## src/rtl/dbg_tx_pkg.sv

```systemverilog
package dbg_tx_pkg;
  typedef enum logic [1:0] {
    TM_IDLE,
    TM_HOLD,
    TM_KICK
  } tm_state_t;
endpackage

```

## src/rtl/dbg_line_sync.sv

```systemverilog
module dbg_line_sync #(
  parameter int STAGES = 2
) (
  input  logic clk,
  input  logic rst,
  input  logic line_raw,
  input  logic mask,
  output logic fall
);
  logic [STAGES-1:0] stg;
  logic              prev;

  always_ff @(posedge clk) begin
    if (rst) begin
      stg  <= '1;
      prev <= 1'b1;
    end else begin
      stg  <= {stg[STAGES-2:0], line_raw};
      prev <= stg[STAGES-1];
    end
  end

  // a falling edge counts only while the target is not driving
  assign fall = prev & ~stg[STAGES-1] & ~mask;
endmodule

```

## src/rtl/dbg_shift_reg.sv

```systemverilog
module dbg_shift_reg #(
  parameter int W = 8
) (
  input  logic         clk,
  input  logic         rst,
  input  logic         load,
  input  logic [W-1:0] data,
  input  logic         shift,
  output logic         msb,
  output logic         last
);
  localparam int CW = $clog2(W + 1);

  logic [W-1:0]  sreg;
  logic [CW-1:0] left;

  always_ff @(posedge clk) begin
    if (rst) begin
      sreg <= '0;
      left <= '0;
    end else if (load) begin
      sreg <= data;
      left <= CW'(W);
    end else if (shift) begin
      sreg <= {sreg[W-2:0], 1'b0};
      left <= left - CW'(1);
    end
  end

  assign msb  = sreg[W-1];
  assign last = (left == CW'(1));
endmodule

```

## src/rtl/dbg_bit_timer.sv

```systemverilog
module dbg_bit_timer
  import dbg_tx_pkg::*;
#(
  parameter int LOW_HOLD    = 13,
  parameter int ONE_KICK_AT = 7
) (
  input  logic clk,
  input  logic rst,
  input  logic start,
  input  logic bit_val,
  output logic drv_en,
  output logic drv_val,
  output logic bit_end
);
  localparam int MAX_AT = (LOW_HOLD > ONE_KICK_AT) ? LOW_HOLD : ONE_KICK_AT;
  localparam int CNT_W  = $clog2(MAX_AT + 1);

  tm_state_t        state;
  logic [CNT_W-1:0] cnt;
  logic             cur_bit;
  logic [CNT_W-1:0] kick_at;

  assign kick_at = cur_bit ? CNT_W'(ONE_KICK_AT) : CNT_W'(LOW_HOLD);

  always_ff @(posedge clk) begin
    if (rst) begin
      state   <= TM_IDLE;
      cnt     <= '0;
      cur_bit <= 1'b0;
      drv_en  <= 1'b0;
      drv_val <= 1'b0;
    end else begin
      unique case (state)
        TM_IDLE: begin
          if (start) begin
            state   <= TM_HOLD;
            cnt     <= CNT_W'(1);
            cur_bit <= bit_val;
            drv_en  <= ~bit_val;
            drv_val <= 1'b0;
          end
        end
        TM_HOLD: begin
          if (cnt == kick_at) begin
            state   <= TM_KICK;
            drv_en  <= 1'b1;
            drv_val <= 1'b1;
          end else begin
            cnt <= cnt + CNT_W'(1);
          end
        end
        TM_KICK: begin
          state   <= TM_IDLE;
          drv_en  <= 1'b0;
          drv_val <= 1'b0;
        end
        default: state <= TM_IDLE;
      endcase
    end
  end

  assign bit_end = (state == TM_KICK);
endmodule

```

## src/rtl/dbg_wire_tx.sv

```systemverilog
module dbg_wire_tx #(
  parameter int DATA_W      = 8,
  parameter int SYNC_STAGES = 2,
  parameter int LOW_HOLD    = 13,
  parameter int ONE_KICK_AT = 7
) (
  input  logic              clk,
  input  logic              rst,
  input  logic              load_valid,
  output logic              load_ready,
  input  logic [DATA_W-1:0] load_data,
  input  logic              line_in,
  output logic              drv_en,
  output logic              drv_val,
  output logic              busy,
  output logic              done
);
  logic fall, msb, last, bit_end, waiting, load_fire, start;

  assign load_fire = load_valid & load_ready;
  assign start     = waiting & fall;

  dbg_line_sync #(.STAGES(SYNC_STAGES)) u_sync (
    .clk(clk), .rst(rst), .line_raw(line_in), .mask(drv_en), .fall(fall)
  );

  dbg_shift_reg #(.W(DATA_W)) u_sreg (
    .clk(clk), .rst(rst), .load(load_fire), .data(load_data),
    .shift(bit_end), .msb(msb), .last(last)
  );

  dbg_bit_timer #(.LOW_HOLD(LOW_HOLD), .ONE_KICK_AT(ONE_KICK_AT)) u_timer (
    .clk(clk), .rst(rst), .start(start), .bit_val(msb),
    .drv_en(drv_en), .drv_val(drv_val), .bit_end(bit_end)
  );

  always_ff @(posedge clk) begin
    if (rst) begin
      load_ready <= 1'b1;
      busy       <= 1'b0;
      done       <= 1'b0;
      waiting    <= 1'b0;
    end else begin
      done <= 1'b0;
      if (load_fire) begin
        load_ready <= 1'b0;
        busy       <= 1'b1;
        waiting    <= 1'b1;
      end else if (start) begin
        waiting <= 1'b0;
      end else if (bit_end) begin
        if (last) begin
          busy       <= 1'b0;
          load_ready <= 1'b1;
          done       <= 1'b1;
        end else begin
          waiting <= 1'b1;
        end
      end
    end
  end
endmodule

```

## config.mk

```make
export PLATFORM = sky130hd
export DESIGN_NAME = dbg_wire_tx
export DESIGN_NICKNAME = d
export VERILOG_FILES = /design/src/rtl/dbg_tx_pkg.sv /design/src/rtl/dbg_line_sync.sv /design/src/rtl/dbg_shift_reg.sv /design/src/rtl/dbg_bit_timer.sv /design/src/rtl/dbg_wire_tx.sv
export SDC_FILE = /design/constraint.sdc
export NUM_CORES = 1
export LEC_CHECK = 0
export ABC_AREA = 1
export BUFFER_PORTS_ARGS = -buffer_cell sky130_fd_sc_hd__buf_2
export CORE_UTILIZATION = 45
export CTS_CLUSTER_DIAMETER = 120
export DETAILED_ROUTE_END_ITERATION = 10
export PLACE_DENSITY = 0.75
export SYNTH_ARGS = -nofsm -noshare
export SYNTH_HDL_FRONTEND = slang
export SYNTH_HIERARCHICAL = 1
export SYNTH_SLANG_ARGS = --single-unit
```

## constraint.sdc

```tcl
create_clock -name clk -period 4.35 [get_ports clk]
set_clock_uncertainty 0.1 [all_clocks]
set_input_delay 0.2175 -clock clk [delete_from_list [all_inputs] [get_ports clk]]
set_output_delay 0.2175 -clock clk [all_outputs]
set_load 0.01 [all_outputs]
```

## After elaboration in Yosys (flattened, before gate mapping)

Cells that the tools add are included.
Widths: inputs -> output; s select.

- Add/sub/neg operators: 2
- Equal/unequal tests: 9
- Muxes and demuxes: 29
- Bitwise logic cells: 8
- Reductions and logical operators: 14

Operators with widths:

| cell | number |
|---|---|
| $mux 4 | 5 |
| $mux 1 | 16 |
| $mux 8 | 2 |
| $reduce_and 3->1 | 3 |
| $pmux 4 s2 | 1 |
| $ne 2x2->1 const B | 3 |
| $pmux 1 s3 | 2 |
| $reduce_and 2->1 | 3 |
| $reduce_bool 2->1 | 3 |
| $reduce_bool 3->1 | 2 |
| $add 4x1->4 const B | 1 |
| $and 1x1->1 | 4 |
| $eq 4x1->1 const B | 1 |
| $eq 4x4->1 | 1 |
| $mux 2 | 2 |
| $not 1->1 | 4 |
| $pmux 2 s2 | 1 |
| $reduce_or 4->1 | 1 |
| $sub 4x1->4 const B | 1 |
| $ne 3x1->1 const B | 1 |
| $eq 2x1->1 const B | 1 |
| $eq 2x2->1 const B | 1 |
| $logic_not 2->1 | 1 |
| $ne 2x1->1 const B | 1 |
| $reduce_or 2->1 | 1 |

- Flip-flop bits (word level): 28
- Output and inout bits: 5
- Word-level logic and storage cells: 76

## Depth between registers and ports, before layout

Gate-level depths: netlist of run 1.

- Depth in word-level cells: 6
- Depth in mapped cells: 12

## Cells and area by module

Netlist of run 1, hierarchy kept.

By module, submodules not included:

| module | times used | cells an instance | area each (um2) | sequential area each (um2) |
|---|---|---|---|---|
| dbg_shift_reg | 1 | 85 | 614.3 | 240.2 |
| dbg_bit_timer | 1 | 86 | 588.1 | 180.2 |
| dbg_wire_tx | 1 | 25 | 176.4 | 80.1 |
| dbg_line_sync | 1 | 9 | 90.1 | 60.1 |

## Worst setup path after synthesis of run 1

No wires, ideal clock.

- Path type: reg-to-reg
- From: register u_timer.state[0]
- To: register u_timer.cnt[1]
- Setup time: 113 ps
- Data arrival time: 1237 ps
- Data required time: 4137 ps
- Slack: 2901 ps
- Stages on the path, launching flop included: 10
- Path buffers: 1
- Clock period less this slack: 1449 ps
- Cell sequence: dfxtp_1 > inv_1 > ha_1 > inv_2 > or2_1 > buf_6 > nand3_2 > nand2_2 > nor2_1 > nor2_1

- Word-level cells in the longest chain between the ends: 3
- Elaborated cells between the ends (all ways): 7
- Classes of those cells: eq/ne: 3; mux: 1; reduce/logical: 3

RTL lines:

| element | RTL line | RTL |
|---|---|---|
| start, declared | dbg_bit_timer.sv:18 | `tm_state_t state;` |
| start signal, assigned | dbg_bit_timer.sv:27 | `state <= TM_IDLE;` |
| start signal, assigned | dbg_bit_timer.sv:36 | `state <= TM_HOLD;` |
| start signal, assigned | dbg_bit_timer.sv:45 | `state <= TM_KICK;` |
| $eq 2x1->1 or $logic_not 2->1 (tied branches) | dbg_bit_timer.sv:33 | `unique case (state)` |
| $ne 2x2->1 (no source line) or $reduce_bool 2->1 (tied branches) | -- |  |
| $reduce_and 3->1 (no source line) | -- |  |
| end signal, assigned | dbg_bit_timer.sv:49 | `cnt <= cnt + CNT_W'(1);` |
| end, declared | dbg_bit_timer.sv:19 | `logic [CNT_W-1:0] cnt;` |

Several ways; a longest one is shown, not always the timed one.
A chain may end at the register's enable or synchronous reset.

## Worst setup path in the final report of run 1

- From: register u_timer.state[0]
- To: register u_sreg.left[3]

- Word-level cells in the longest chain between the ends: 2

RTL lines:

| element | RTL line | RTL |
|---|---|---|
| $eq 2x2->1 | dbg_bit_timer.sv:62 | `assign bit_end = (state == TM_KICK);` |
| named net bit_end | dbg_wire_tx.sv:18 | `logic fall, msb, last, bit_end, waiting, load_fire, start;` |
| $reduce_bool 2->1 (no source line) | -- |  |
| end signal, assigned | dbg_shift_reg.sv:23 | `left <= CW'(W);` |
| end signal, assigned | dbg_shift_reg.sv:26 | `left <= left - CW'(1);` |
| end, declared | dbg_shift_reg.sv:15 | `logic [CW-1:0] left;` |

The timed path passes the listed nets, and every way through them passes these cells.

==> reports/summary.json, run 1 <==
{
  "outcome": {"value": "completed"},
  "htreeDepth": {"value": 1},
  "number_of_max_cap_violations": {"value": 0},
  "critPathKind": {"value": "register to register"},
  "postSynthCellCount": {"value": 205},
  "grt_use_total": {"value": 16.3, "unit": "%"},
  "clock_transition_at_path_regs": {"value": 150, "unit": "ps"},
  "unrepaired_setup_endpoints_after_global_routing": {"value": "no"},
  "cts_sinks": {"value": 28},
  "grt_first_pass_wirelength": {"value": 4390, "unit": "um"},
  "grt_pass1_vias": {"value": 1060},
  "routed-via-count": {"value": 1216},
  "cts_repair_resize_count": {"value": 0},
  "post-route-min-period": {"value": 1670, "unit": "ps"},
  "filler_cell_count": {"value": 289},
  "die_width": {"value": 59.1, "unit": "um"},
  "yosys_warnings": {"value": 6},
  "detailed_place.area": {"value": 0.00156, "unit": "mm2"},
  "fp.dieArea": {"value": 0.00350, "unit": "mm2"},
  "timing.final.setup_violations": {"value": 0},
  "timing.reg2reg.setup_slack": {"value": 2680, "unit": "ps"},
  "cp-start-kind": {"value": "register"},
  "io_buffers": {"value": 16},
  "power.combinational.fraction": {"value": 33.3, "unit": "%"},
  "yosys.cell_types.count": {"value": 23},
  "maximum_clock_rate": {"value": 598, "unit": "MHz"},
  "power.density_cell_area": {"value": 424, "unit": "mW/mm2"},
  "mostFrequentLayoutCells": {"value": "sky130_fd_sc_hd__nand2_1, sky130_fd_sc_hd__dfxtp_1, sky130_fd_sc_hd__inv_1"},
  "syn-cell-area": {"value": 0.00147, "unit": "mm2"},
  "worstHoldPathCells": {"value": 3},
  "seq_power_share": {"value": 48.1, "unit": "%"},
  "endpoint_kind": {"value": "register"},
  "cp_top_family": {"value": "adder cells"},
  "drt_pass1_iterations": {"value": 4},
  "final_net_count": {"value": 243},
  "synth_sequential_area_ratio": {"value": 38.2, "unit": "%"},
  "layout_worst_path_cycle_share": {"value": 38.5, "unit": "%"},
  "critical-path-top-cell-by-count": {"value": "sky130_fd_sc_hd__nor2_1"},
  "min-delay-start": {"value": "load_data[0]"},
  "critical_path.n_buffers_inverters": {"value": 2},
  "post_cts_buffers": {"value": 0},
  "worstMarginPinSlew": {"value": 552, "unit": "ps"},
  "worst_hold_path_type": {"value": "input pin to register"},
  "postSynthAreaPerCell": {"value": 7.17, "unit": "um2"},
  "initial_drt_markers": {"value": 44},
  "p_int": {"value": 0.000432, "unit": "W"},
  "final_area": {"value": 0.00161, "unit": "mm2"},
  "hold-path-endpoint": {"value": "u_sreg/sreg[0]$_SDFFE_PP0P_"},
  "finalMaxSlewViolations": {"value": 0},
  "gp_congestion": {"value": 0.847},
  "drt-total-wl": {"value": 2520, "unit": "um"},
  "power.ir.vdd_worst": {"value": 257, "unit": "uV"},
  "postLayoutSetupSlackWorst": {"value": 2680, "unit": "ps"},
  "post_drt_wl_per_cell": {"value": 9.47, "unit": "um"},
  "synthesis.nets": {"value": 225},
  "power.clock.fraction": {"value": 18.6, "unit": "%"},
  "die_height": {"value": 59.1, "unit": "um"},
  "placement.setup.worst_slack": {"value": 2730, "unit": "ps"},
  "worst-r2r-cell-count": {"value": 7},
  "mostFrequentLayoutCell": {"value": "sky130_fd_sc_hd__nand2_1"},
  "drc": {"value": 0},
  "worst-endpoint-arrival": {"value": 1790, "unit": "ps"},
  "globalRouteOverflowTotal": {"value": 0},
  "post_cts_hold_buffer_count": {"value": 1},
  "total_power": {"value": 0.000681, "unit": "W"},
  "max_stage_delay": {"value": 520, "unit": "ps"},
  "critical_path_peak_fanout": {"value": 14},
  "cp_cell_sequence": {"value": "inv_1 -> ha_1 -> inv_2 -> nor2_4 -> a21oi_1 -> nor2_1 -> nor2_1"},
  "areaGrowthSynthToFinish": {"value": 9.28, "unit": "%"},
  "worst_r2r_startpoint": {"value": "u_timer/state[0]$_SDFFE_PP0P_"},
  "via_per_inst": {"value": 4.57},
  "timing.max_slew.rel_slack": {"value": 63.2, "unit": "%"},
  "design.portCount": {"value": 17},
  "cellLeakagePower": {"value": 0.791, "unit": "nW"},
  "slowest_stage": {"value": "sky130_fd_sc_hd__ha_1"},
  "initial_antenna_violation_count": {"value": 0},
  "antenna_violating_nets_post_route": {"value": 0},
  "diodes_inserted": {"value": 0},
  "p_switching": {"value": 0.000249, "unit": "W"},
  "final_hold_viol_count": {"value": 0},
  "grt_start_max_net_pins": {"value": 16},
  "cts_max_path_buffers": {"value": 2},
  "latest_clock_arrival_within_the_worst_skew_pair": {"value": 330, "unit": "ps"},
  "totalNegativeSetupSlack": {"value": 0, "unit": "ps"},
  "cts-root-buf": {"value": "sky130_fd_sc_hd__clkbuf_4"},
  "cts_tree": {"value": "built"},
  "crit-reg2reg-capture": {"value": "u_sreg/left[3]$_SDFFE_PP0P_"},
  "swShare": {"value": 36.6, "unit": "%"},
  "floorplan.initialDensity": {"value": 47.7, "unit": "%"},
  "tritoncts.num_buffers": {"value": 3},
  "post_route_cells_drive_above_1_share": {"value": 17.1, "unit": "%"},
  "synth.ff_latch_count": {"value": 28},
  "core_area": {"value": 0.00308, "unit": "mm2"},
  "row_count": {"value": 20},
  "cp.required": {"value": 4470, "unit": "ps"},
  "half_perimeter_wire_length_of_the_detailed_placement_result": {"value": 1870, "unit": "um"}
}
cell families (layout without fill, tap and decap cells):
kind of cell,after synthesis,count (layout),synth area share (%)
adder cells (fa/ha/maj),8,8,6.81
AO/OA/AOI/OAI,19,19,7.75
flip-flops,28,28,38.2
AND/OR/NAND/NOR,113,113,34.9
buffers and inverters,37,54,12.4
layout make-up:
cell class / instances / area (um2) / share of cell area (%)
repair buffers: 17 / 90.1 / 5.61
flip-flops and latches: 28 / 561 / 34.9
clock buffers: 4 / 36.3 / 2.26
inverters: 33 / 136 / 8.50
multi-input cells: 140 / 727 / 45.3
well taps: 44 / 55.1 / 3.43
synth_stat cells:
master,count,area [um2]
sky130_fd_sc_hd__nand2_1,54,203
sky130_fd_sc_hd__dfxtp_1,28,561
sky130_fd_sc_hd__inv_1,27,101
sky130_fd_sc_hd__nor2_1,22,82.6
sky130_fd_sc_hd__nand3_1,15,75.1
sky130_fd_sc_hd__a21oi_1,11,55.1
sky130_fd_sc_hd__ha_1,8,100
sky130_fd_sc_hd__nand2_2,5,31.3
sky130_fd_sc_hd__nor3_1,5,25.0
sky130_fd_sc_hd__buf_6,4,45.0
sky130_fd_sc_hd__inv_2,4,15.0
sky130_fd_sc_hd__or2_1,4,25.0
sky130_fd_sc_hd__nand3_2,3,30.0
sky130_fd_sc_hd__nand4_1,3,18.8
sky130_fd_sc_hd__nor2_4,2,22.5
sky130_fd_sc_hd__o21ai_0,2,10.0
sky130_fd_sc_hd__o21ai_1,2,10.0
sky130_fd_sc_hd__a211oi_2,1,12.5
sky130_fd_sc_hd__a21oi_2,1,8.76
sky130_fd_sc_hd__clkinv_1,1,3.75
sky130_fd_sc_hd__inv_12,1,16.3
sky130_fd_sc_hd__o2111ai_1,1,8.76
sky130_fd_sc_hd__o21ai_2,1,8.76
per-stage QoR:
step	instances	util, %	hold WS, ps
after detailed placement	261	50.7	296
after global routing	266	52.2	66.5
after floorplan	205	-	180
after CTS	266	52.2	15.2
after global placement	261	50.7	287
final	266	52.2	32.1
power by group through the flow:
stage / registers (W) / clock network [W] / logic (W)
final: 0.000328 / 0.000126 / 0.000227
after global routing: 0.000334 / 0.000138 / 0.000262
after CTS: 0.000328 / 0.000132 / 0.000226
after detailed placement: 0.000333 / 0 / 0.000224
after global placement: 0.000333 / 0 / 0.000221
after floorplan: 0.000330 / 0 / 0.000196
flip-flops by register name (all words and copies together) (netlist names):
name / count
busy: 1
done: 1
u_sreg/sreg: 8
u_sync/stg: 2
u_sync/prev: 1
load_ready: 1
u_timer/drv_en: 1
u_sreg/left: 4
u_timer/state: 2
u_timer/drv_val: 1
u_timer/cnt: 4
waiting: 1
u_timer/cur_bit: 1
routing by layer:
layer | track usage (%) | vias up | share of wire [%]
li1 | - | 674 | -
met1 | 23.4 | 523 | 53
met2 | 24.8 | 17 | 43
met3 | 1.97 | 2 | 3.6
met4 | 6.12 | 0 | 0.99
met5 | 0 | - | 0
worst max-delay path by stage:
stage	startpoint	to	slack [ps]	cells after the start
floorplan	u_timer/state[0]$_SDFFE_PP0P_	u_timer/cnt[1]$_SDFFE_PP0P_	2900	9
global placement	u_timer/state[0]$_SDFFE_PP0P_	u_sreg/left[3]$_SDFFE_PP0P_	2780	7
detailed placement	u_timer/state[0]$_SDFFE_PP0P_	u_sreg/left[3]$_SDFFE_PP0P_	2730	7
CTS	u_timer/state[0]$_SDFFE_PP0P_	u_sreg/left[3]$_SDFFE_PP0P_	2700	7
global route	u_timer/state[0]$_SDFFE_PP0P_	u_sreg/left[3]$_SDFFE_PP0P_	2470	7
finish	u_timer/state[0]$_SDFFE_PP0P_	u_sreg/left[3]$_SDFFE_PP0P_	2680	7
worst reg2reg max path, stage by stage (launching register included):
cell and delay [ps]:
sky130_fd_sc_hd__dfxtp_1 370, sky130_fd_sc_hd__inv_1 120, sky130_fd_sc_hd__ha_1 520, sky130_fd_sc_hd__inv_2 110, sky130_fd_sc_hd__nor2_4 130, sky130_fd_sc_hd__a21oi_1 70, sky130_fd_sc_hd__nor2_1 100, sky130_fd_sc_hd__nor2_1 50
(Power assumes the default switching activity.)
==> run 2, diff against run 1 <==
Clock period 4.35 ns to 1.6 ns, I/O delays scaled along.
==> run 2 against run 1 <==
Effect of this change: sequential power grew to 2.7 times the previous value; cell count grew 4.5%; first-iteration DRC count shrank 39%; sequential cell count is the same; combinational power grew to 3.0 times the previous value; worst hold slack gained 290 ps; die area is the same; total power grew to 2.7 times the previous value; utilization grew 3.8 points; maximum frequency grew 11%; count of clock-buffer cells in the layout shrank 1; clock power grew 120%; critical path type unchanged; highest routed layer unchanged.
==> reports/summary.json, run 2 (synthesis gave the netlist of run 1 again) <==
{
  "outcome": {"value": "completed"},
  "die_height": {"value": 59.1, "unit": "um"},
  "cp.required": {"value": 1770, "unit": "ps"},
  "endpoint_kind": {"value": "register"},
  "max_flop_register": {"value": "u_sreg/sreg"},
  "critical_path_peak_fanout": {"value": 8},
  "postLayoutSetupSlackWorst": {"value": 88.3, "unit": "ps"},
  "cp-start-kind": {"value": "register"},
  "worst_hold_margin": {"value": 322, "unit": "ps"},
  "core_area": {"value": 0.00308, "unit": "mm2"},
  "maximum_clock_rate": {"value": 661, "unit": "MHz"},
  "row_count": {"value": 20},
  "grt_start_max_net_pins": {"value": 15},
  "gp_congestion": {"value": 0.891},
  "total_power": {"value": 0.00185, "unit": "W"},
  "power.ir.vdd_worst": {"value": 630, "unit": "uV"},
  "design.portCount": {"value": 17},
  "io_buffers": {"value": 16},
  "globalRouteOverflowTotal": {"value": 0},
  "areaGrowthSynthToFinish": {"value": 17.2, "unit": "%"},
  "detailed_place.area": {"value": 0.00158, "unit": "mm2"},
  "post_route_cells_drive_above_1_share": {"value": 18.4, "unit": "%"},
  "grt_first_pass_wirelength": {"value": 4710, "unit": "um"},
  "initial_antenna_violation_count": {"value": 0},
  "final_area": {"value": 0.00172, "unit": "mm2"},
  "largest_register_ff_count": {"value": 8},
  "via_per_inst": {"value": 4.67},
  "grt_pass1_vias": {"value": 1141},
  "fp.dieArea": {"value": 0.00350, "unit": "mm2"},
  "post_drt_wl_per_cell": {"value": 9.89, "unit": "um"},
  "worst_hold_path_type": {"value": "register to register"},
  "drt-total-wl": {"value": 2750, "unit": "um"},
  "cts_sinks": {"value": 28},
  "grt_use_total": {"value": 17.6, "unit": "%"},
  "mostFrequentLayoutCells": {"value": "sky130_fd_sc_hd__nand2_1, sky130_fd_sc_hd__dfxtp_1, sky130_fd_sc_hd__inv_1"},
  "drt_pass1_iterations": {"value": 4},
  "initial_drt_markers": {"value": 27},
  "number_of_max_cap_violations": {"value": 0},
  "critPathKind": {"value": "register to register"},
  "final_net_count": {"value": 256},
  "unrepaired_setup_endpoints_after_global_routing": {"value": "yes"},
  "finalMaxSlewViolations": {"value": 0},
  "worstMarginPinSlew": {"value": 311, "unit": "ps"},
  "mostFrequentLayoutCell": {"value": "sky130_fd_sc_hd__nand2_1"},
  "layout_worst_path_cycle_share": {"value": 94.5, "unit": "%"},
  "floorplan.initialDensity": {"value": 47.7, "unit": "%"},
  "htreeDepth": {"value": 1},
  "half_perimeter_wire_length_of_the_detailed_placement_result": {"value": 1870, "unit": "um"},
  "drc": {"value": 0},
  "layout_top_registers": {"value": "u_sreg/sreg x8, u_sreg/left x4, u_timer/cnt x4"},
  "routed-via-count": {"value": 1299},
  "antenna_violating_nets_post_route": {"value": 0},
  "clock_transition_at_path_regs": {"value": 140, "unit": "ps"},
  "latest_clock_arrival_within_the_worst_skew_pair": {"value": 320, "unit": "ps"},
  "placement.setup.worst_slack": {"value": 23.4, "unit": "ps"},
  "cts-root-buf": {"value": "sky130_fd_sc_hd__clkbuf_4"},
  "final_hold_viol_count": {"value": 0},
  "totalNegativeSetupSlack": {"value": 0, "unit": "ps"},
  "power.density_cell_area": {"value": 1070, "unit": "mW/mm2"},
  "tritoncts.num_buffers": {"value": 3},
  "cts_tree": {"value": "built"},
  "timing.final.setup_violations": {"value": 0},
  "cts_max_path_buffers": {"value": 2},
  "worst-endpoint-arrival": {"value": 1680, "unit": "ps"},
  "diodes_inserted": {"value": 0},
  "cellLeakagePower": {"value": 0.839, "unit": "nW"},
  "timing.max_slew.rel_slack": {"value": 79.2, "unit": "%"},
  "post-route-min-period": {"value": 1510, "unit": "ps"},
  "die_width": {"value": 59.1, "unit": "um"}
}
## run 2: changes by cell type in the layout (fill, tap and decap cells not counted), moves of 2 or more
cell                            delta
sky130_fd_sc_hd__dlygate4sd3_1    +10
sky130_fd_sc_hd__buf_4             +3
sky130_fd_sc_hd__ha_2              +2
sky130_fd_sc_hd__ha_1              -2
## run 2: stage by stage
stage | std cells | utilization, %
after global placement | 264 | 51.4
after global routing | 278 | 55.9
after detailed placement | 264 | 51.4
final | 278 | 55.9
after floorplan | 205 | -
after CTS | 278 | 55.8
## run 2: where the power goes
group / leakage [nW] / internal [W] / total [W] / switching (W)
registers: 0.230 / 0.000809 / 0.000890 / 0.0000806
logic: 0.596 / 0.000271 / 0.000677 / 0.000406
clock network: 0.0138 / 0.0000881 / 0.000281 / 0.000193
## run 2: timing repair
| action | in CTS | in global routing |
|---|---|---|
| setup buffers | 0 | 0 |
| hold endpoints to repair | 16 | 0 |
| gates resized for setup | 1 | 2 |
| hold buffers | 11 | 0 |
| setup endpoints to repair | 1 | 22 |
## run 2: worst max-delay path, cell delays in order, from the launching register on
cell and delay, ps:
sky130_fd_sc_hd__dfxtp_1 360, sky130_fd_sc_hd__inv_1 130, sky130_fd_sc_hd__ha_2 240, sky130_fd_sc_hd__inv_2 60, sky130_fd_sc_hd__or2_4 270, sky130_fd_sc_hd__nand3_2 90, sky130_fd_sc_hd__nand2_2 60, sky130_fd_sc_hd__nand2_1 50
sky130_fd_sc_hd__nand2_1 40, sky130_fd_sc_hd__nor2_1 70
## run 2: worst paths after layout
kind / from / cells after the start / end / slack, ps
worst max-delay path: u_timer/state[1]$_SDFFE_PP0P_ / 9 / u_timer/cnt[1]$_SDFFE_PP0P_ / 90
worst min-delay path: u_sync/stg[0]$_SDFF_PP1_ / 1 / u_sync/stg[1]$_SDFF_PP1_ / 320
worst max register to register: u_timer/state[1]$_SDFFE_PP0P_ / 9 / u_timer/cnt[1]$_SDFFE_PP0P_ / 90
worst min register to register: u_sync/stg[0]$_SDFF_PP1_ / 1 / u_sync/stg[1]$_SDFF_PP1_ / 320
## run 2: routing by layer
| layer | vias to the layer above | GRT usage (%) | wire length [um] |
|---|---|---|---|
| li1 | 698 | - | - |
| met1 | 567 | 23.8 | 1320 |
| met2 | 28 | 27.3 | 1240 |
| met3 | 6 | 2.40 | 115 |
| met4 | 0 | 8.84 | 65 |
| met5 | - | 0 | 0 |
## run 2: cell type report
type / instances / area, um2
fillers: 305 / 1360
multi-input cells: 140 / 734
flip-flops and latches: 28 / 561
repair buffers: 30 / 213
inverters: 33 / 136
well taps: 44 / 55.1
clock buffers: 3 / 22.5
